--- src/rtl/nbd_pkg.sv ---
package nbd_pkg;
   localparam int NIB_W = 4;

   localparam logic [NIB_W-1:0] HUB_START_RD = 4'b1101;
   localparam logic [NIB_W-1:0] HUB_START_WR = 4'b1110;
   localparam logic [NIB_W-1:0] PIN_START    = 4'b0000;

   typedef enum logic {
      FMT_HUB = 1'b0,
      FMT_PIN = 1'b1
   } fmt_e;

   typedef enum logic {
      HS_IDLE = 1'b0,
      HS_HDR  = 1'b1
   } hdr_state_e;
endpackage

--- src/rtl/nbd_frame_ctrl.sv ---
module nbd_frame_ctrl
   import nbd_pkg::*;
#(
   parameter int HDR_NIBS = 9,
   localparam int CNT_W   = $clog2(HDR_NIBS)
) (
   input  logic             clk,
   input  logic             rst,
   input  fmt_e             fmt,
   input  logic             frame_n,
   input  logic [NIB_W-1:0] nib,
   output logic             take,
   output logic [CNT_W-1:0] idx,
   output logic             done,
   output logic             start_wr
);
   localparam logic [CNT_W-1:0] LAST_IDX = CNT_W'(HDR_NIBS - 1);

   hdr_state_e       state;
   logic [CNT_W-1:0] cnt;
   logic             wr_q;
   logic             valid_start;

   always_comb begin
      if (fmt == FMT_PIN) valid_start = (nib == PIN_START);
      else                valid_start = (nib == HUB_START_RD) || (nib == HUB_START_WR);
   end

   always_ff @(posedge clk) begin
      if (rst) begin
         state <= HS_IDLE;
         cnt   <= '0;
         wr_q  <= 1'b0;
      end else if (!frame_n) begin
         state <= valid_start ? HS_HDR : HS_IDLE;
         cnt   <= '0;
         wr_q  <= (fmt == FMT_HUB) && (nib == HUB_START_WR);
      end else if (state == HS_HDR) begin
         if (cnt == LAST_IDX) begin
            state <= HS_IDLE;
            cnt   <= '0;
         end else begin
            cnt <= cnt + 1'b1;
         end
      end
   end

   assign take     = (state == HS_HDR) && frame_n;
   assign idx      = cnt;
   assign done     = take && (cnt == LAST_IDX);
   assign start_wr = wr_q;
endmodule

--- src/rtl/nbd_hdr_capture.sv ---
module nbd_hdr_capture
   import nbd_pkg::*;
#(
   parameter int ADDR_NIBS = 8,
   parameter int HDR_NIBS  = 9,
   localparam int ADDR_W   = ADDR_NIBS * NIB_W,
   localparam int CNT_W    = $clog2(HDR_NIBS)
) (
   input  logic              clk,
   input  logic              rst,
   input  fmt_e              fmt,
   input  logic              frame_n,
   input  logic [NIB_W-1:0]  nib,
   input  logic              take,
   input  logic [CNT_W-1:0]  idx,
   output logic [NIB_W-1:0]  tag,
   output logic [ADDR_W-1:0] addr_full
);
   localparam logic [CNT_W-1:0] LAST_IDX = CNT_W'(HDR_NIBS - 1);

   logic [ADDR_W-1:0] shreg;
   logic              shift_en;

   assign shift_en = take && (idx != '0) && ((fmt == FMT_PIN) || (idx != LAST_IDX));

   always_ff @(posedge clk) begin
      if (rst) begin
         tag   <= '0;
         shreg <= '0;
      end else if (!frame_n) begin
         tag   <= '0;
         shreg <= '0;
      end else if (take && (idx == '0)) begin
         tag <= nib;
      end else if (shift_en) begin
         shreg <= {shreg[ADDR_W-NIB_W-1:0], nib};
      end
   end

   // Pin-count: last address nibble arrives in the completing cycle.
   // Hub: completing cycle carries the size nibble, address already complete.
   always_comb begin
      if (fmt == FMT_PIN) addr_full = {shreg[ADDR_W-NIB_W-1:0], nib};
      else                addr_full = shreg;
   end
endmodule

--- src/rtl/nbd_id_match.sv ---
module nbd_id_match
   import nbd_pkg::*;
#(
   parameter int SEL_W = 2
) (
   input  fmt_e             fmt,
   input  logic [NIB_W-1:0] tag,
   input  logic [SEL_W-1:0] addr_sel,
   input  logic [NIB_W-1:0] strap,
   output logic             match
);
   logic [SEL_W-1:0] bit_ok;

   // Pin-count compare: strap bit low selects address bit high.
   for (genvar i = 0; i < SEL_W; i++) begin : g_sel
      assign bit_ok[i] = (strap[NIB_W-SEL_W+i] != addr_sel[i]);
   end

   always_comb begin
      if (fmt == FMT_PIN) match = &bit_ok;
      else                match = (tag == strap);
   end
endmodule

--- src/rtl/nibble_target_decoder.sv ---
module nibble_target_decoder
   import nbd_pkg::*;
#(
   parameter int ADDR_NIBS = 8,
   parameter int HUB_ADDR_NIBS = 7,
   parameter int SEL_LSB = 20,
   parameter int SEL_W = 2,
   localparam int ADDR_W = ADDR_NIBS * NIB_W,
   localparam int HDR_NIBS = ADDR_NIBS + 1,
   localparam int CNT_W = $clog2(HDR_NIBS)
) (
   input  logic              clk,
   input  logic              rst,
   input  logic              mode_cfg,
   input  logic              frame_n,
   input  logic [NIB_W-1:0]  bus_nib,
   input  logic [NIB_W-1:0]  strap_id,
   output logic              hit,
   output logic              hit_write,
   output logic [ADDR_W-1:0] hit_addr
);
   if (HUB_ADDR_NIBS + 2 != HDR_NIBS) begin : g_bad_hub
      $error("hub header must be as long as pin-count header");
   end
   if (SEL_W > NIB_W || SEL_W < 1) begin : g_bad_selw
      $error("SEL_W out of range");
   end
   if (SEL_LSB + SEL_W > ADDR_W) begin : g_bad_sel
      $error("select bits outside address");
   end

   fmt_e              mode_q;
   logic              take, done, start_wr, match;
   logic [CNT_W-1:0]  idx;
   logic [NIB_W-1:0]  tag;
   logic [ADDR_W-1:0] addr_full;

   always_ff @(posedge clk) begin
      if (rst) mode_q <= fmt_e'(mode_cfg);
   end

   nbd_frame_ctrl #(.HDR_NIBS(HDR_NIBS)) u_ctrl (
      .clk(clk), .rst(rst), .fmt(mode_q), .frame_n(frame_n), .nib(bus_nib),
      .take(take), .idx(idx), .done(done), .start_wr(start_wr)
   );

   nbd_hdr_capture #(.ADDR_NIBS(ADDR_NIBS), .HDR_NIBS(HDR_NIBS)) u_cap (
      .clk(clk), .rst(rst), .fmt(mode_q), .frame_n(frame_n), .nib(bus_nib),
      .take(take), .idx(idx), .tag(tag), .addr_full(addr_full)
   );

   nbd_id_match #(.SEL_W(SEL_W)) u_match (
      .fmt(mode_q), .tag(tag), .addr_sel(addr_full[SEL_LSB +: SEL_W]),
      .strap(strap_id), .match(match)
   );

   always_ff @(posedge clk) begin
      if (rst) begin
         hit       <= 1'b0;
         hit_write <= 1'b0;
         hit_addr  <= '0;
      end else begin
         hit <= done && match;
         if (done && match) begin
            hit_addr  <= addr_full;
            hit_write <= (mode_q == FMT_PIN) ? tag[1] : start_wr;
         end
      end
   end
endmodule


--- config.mk ---
export PLATFORM = sky130hd
export DESIGN_NAME = nibble_target_decoder
export DESIGN_NICKNAME = d
export VERILOG_FILES = /design/src/rtl/nbd_pkg.sv /design/src/rtl/nbd_frame_ctrl.sv /design/src/rtl/nbd_hdr_capture.sv /design/src/rtl/nbd_id_match.sv /design/src/rtl/nibble_target_decoder.sv
export SDC_FILE = /design/constraint.sdc
export NUM_CORES = 1
export LEC_CHECK = 0
export CAP_MARGIN = 20
export CORE_MARGIN = 2
export CORE_UTILIZATION = 54
export DETAILED_ROUTE_END_ITERATION = 12
export PLACE_DENSITY = 0.79
export SYNTH_ARGS = -nofsm -noshare
export SYNTH_HDL_FRONTEND = slang
export SYNTH_SLANG_ARGS = --single-unit
--- constraint.sdc ---
create_clock -name clk -period 2.1 [get_ports clk]
set_input_delay 0.315 -clock clk [delete_from_list [all_inputs] [get_ports clk]]
set_output_delay 0.315 -clock clk [all_outputs]
set_load 0.02 [all_outputs]
==> impl_metrics.csv <==
group,metric,value,unit
run_status,status,"finished clean",
finish,multiInputGateArea,1670,µm²
placement,post_dp_cell_area,3990,µm²
yosys,synth_cell_type_count,32,
hold_path,hp-start,"u_cap.shreg[29]",
critical_path,reg2regPathDepth,7,
finish,area_growth,22.7,%
yosys,synth-seq-cells,77,
sta,hold_viol,0,
detailed_routing,wl,9670,µm
sta,finClkSkew,8.95,ps
critical_path,endpoint_kind,"flop",
finish,nFillCells,509,
finish,stdcell_area,4220,µm²
detailed_routing,vias_per_cell,6.46,
clock_tree,clock_path_buffers,2,
global_routing,first_global_vias,3163,
hold_path,holdCritPathClass,"reg2reg",
detailed_routing,vias,3471,
critical_path,reg2reg_to,"hit_addr[21]",
pwr,p_leak,0.00124,µW
global_routing,grt_first_pass_wirelength,15700,µm
sta,relSlewSlack,0.672,
sta,max_freq,0.513,GHz
yosys,syn_avg_cell_area,8.21,µm²
critical_path,path_class,"reg2reg",
clock_tree,htreeDepth,3,
detailed_routing,wl_per_cell,18.0,µm
sta,final_max_slew_viol_count,0,
yosys,syn_area,3440,µm²
global_routing,grtUsageTotal,0.271,
floorplan,die_h,83.8,µm
sta,finalWorstSetupSlack,152,ps
yosys,synth_warnings,0,
finish,diodes,0,
yosys,syn_inst,419,
clock_tree,cts_sinks,77,
placement,place_hpwl,6020,µm
global_routing,grt_max_degree,41,
finish,final_cell_mix,"dfxtp_1, nand2_1, clkdlybuf4s50_1",
clock_tree,cts_tree,"yes",
finish,finalCoreUtilization,0.676,
detailed_routing,ant_nets,0,
floorplan,die_x,83.8,µm
critical_path,rrSetupSlack,150,ps
sta,setup_tns,0,ps
clock_tree,cts_root_buf,"clkbuf_8",
detailed_routing,first_iter_violations,355,
pwr,ir_drop,0.000432,V
critical_path,rr_startpoint,"u_ctrl.idx[0]",
sta,worstMarginPinSlew,488,ps
detailed_routing,drc,0,
clock_tree,post_cts_buffers,0,
critical_path,worst_setup_path_start_kind,"flop",
global_routing,antenna_found_initial,0,
critical_path,crit_arrival,2150,ps
hold_path,worstHoldPathCells,2,
placement,port_buffers,45,
floorplan,initial_utilization,0.551,
sta,fin_crit_sh,0.928,
finish,fin_nets,469,
critical_path,cp_max_fo,23,
global_routing,grt_overflow_total,0,
floorplan,dieArea,7020,µm²
floorplan,core.rowCount,29,
run,max_cap_viol_count,0,
finish,drive_above_1_share,0.0978,
floorplan,ios,46,
finish,final_common_cell,"dfxtp_1",
pwr,power_density,692,nW/µm²
critical_path,critPathLaunch,"u_ctrl.idx[0]",
clock_tree,clk_pin_slew,80,ps
sta,finalSetupViolations,0,
clock_tree,cts_buffers,9,
yosys,syn_nets,433,
floorplan,coreArea,6240,µm²
hold_path,whs_endpoint,"u_cap.shreg[29]",
finish,register_area,1550,µm²
placement,place.gp.congestion,0.812,
yosys,yosysSeqAreaShare,0.451,
clock_tree,clk_latency,340,ps
detailed_routing,dr.pass1.iters,5,
sta,rsz0062_at_grt,"false",
critical_path,cp.required,2300,ps
sta,fin_crit,1950,ps
placement,place_ws,21.7,ps
cell usage after synthesis:
cell | n | area [µm²]
dfxtp_1 | 76 | 1520
nand2_1 | 74 | 278
a21oi_1 | 43 | 215
nand3_1 | 35 | 175
a31oi_1 | 34 | 213
nand4_1 | 32 | 200
o31ai_1 | 32 | 240
clkbuf_1 | 24 | 90.1
buf_2 | 12 | 60.1
nor2_1 | 9 | 33.8
o21ai_0 | 8 | 40.0
buf_6 | 6 | 67.6
xnor2_1 | 6 | 52.6
a41oi_1 | 3 | 26.3
inv_1 | 3 | 11.3
a21o_1 | 2 | 15.0
ha_1 | 2 | 25.0
mux2i_1 | 2 | 20.0
nand2b_1 | 2 | 12.5
nor3_1 | 2 | 10.0
a211oi_1 | 1 | 7.51
and4_1 | 1 | 8.76
buf_1 | 1 | 3.75
clkinv_1 | 1 | 3.75
edfxtp_1 | 1 | 30.0
nand4b_4 | 1 | 23.8
nor2b_1 | 1 | 6.26
nor3b_1 | 1 | 7.51
nor4_1 | 1 | 6.26
nor4_4 | 1 | 21.3
o21a_1 | 1 | 7.51
or2_1 | 1 | 6.26
kinds of logic (layout without fill, tap and decap cells):
group | after synthesis | count (layout) | share of synthesized area
AOI/OAI and AO/OA | 124 | 124 | 0.222
xor gates and xnor gates | 6 | 6 | 0.0153
adders and majority gates | 2 | 2 | 0.00727
buffers and inverters | 47 | 88 | 0.0688
DFF | 77 | 77 | 0.451
muxes | 2 | 2 | 0.00582
and+or+nand+nor | 161 | 161 | 0.230
stage by stage:
stage	total power, µW	cells	hold WS [ps]
after global routing	3000	537	491
after detailed placement	1690	521	448
after floorplan	1610	419	414
after CTS	2920	537	463
final	2920	537	463
after global placement	1680	521	445
sequential cells by signal, summed over array words and instances (netlist names):
register and flops:
hit_addr 32, u_cap.shreg 32, u_cap.tag 4, u_ctrl.idx 4, hit 1, hit_write 1
mode_q 1, u_ctrl.start_wr 1, u_ctrl.state 1
critical path: stages, from the launching register on:
cell and delay (ps):
dfxtp_1 370, inv_1 80, ha_2 240, nand4b_4 150, or2_1 260, buf_4 230, o31ai_1 340, a31oi_1 150
metal layers:
layer  up-vias  routed length, µm  track usage
met4         0                248        0.101
met2       182               4460        0.437
met5         -                  0            0
li1       1607                  -            -
met1      1654               4250        0.369
met3        28                720       0.0396
final cells by class:
class	count	area share
Clock inverter	5	0.0199
Clock buffer	11	0.0335
Inverter	4	0.00356
Sequential cell	77	0.368
Timing Repair Buffer	68	0.157
Multi-Input combinational cell	295	0.396
Tap cell	77	0.0228
how the worst max path moves through the flow:
stage	end	slack, ps	cells past startpoint
floorplan	hit_addr[10]	390	8
global placement	hit_addr[15]	120	6
detailed placement	hit_addr[20]	20	6
CTS	hit_addr[20]	160	7
global route	hit_addr[21]	60	7
finish	hit_addr[21]	150	7
power breakdown:
group | internal (µW) | total [µW] | switching [µW]
Combinational | 57.0 | 192 | 135
Clock | 707 | 1260 | 555
Sequential | 1460 | 1470 | 2.41
repair_timing:
action / in CTS / in global routing
hold buffers: 0 / 0
endpoints found under the setup margin: 0 / 3
resized for setup: 0 / 2
No activity file was read; power rests on OpenSTA's default activity.
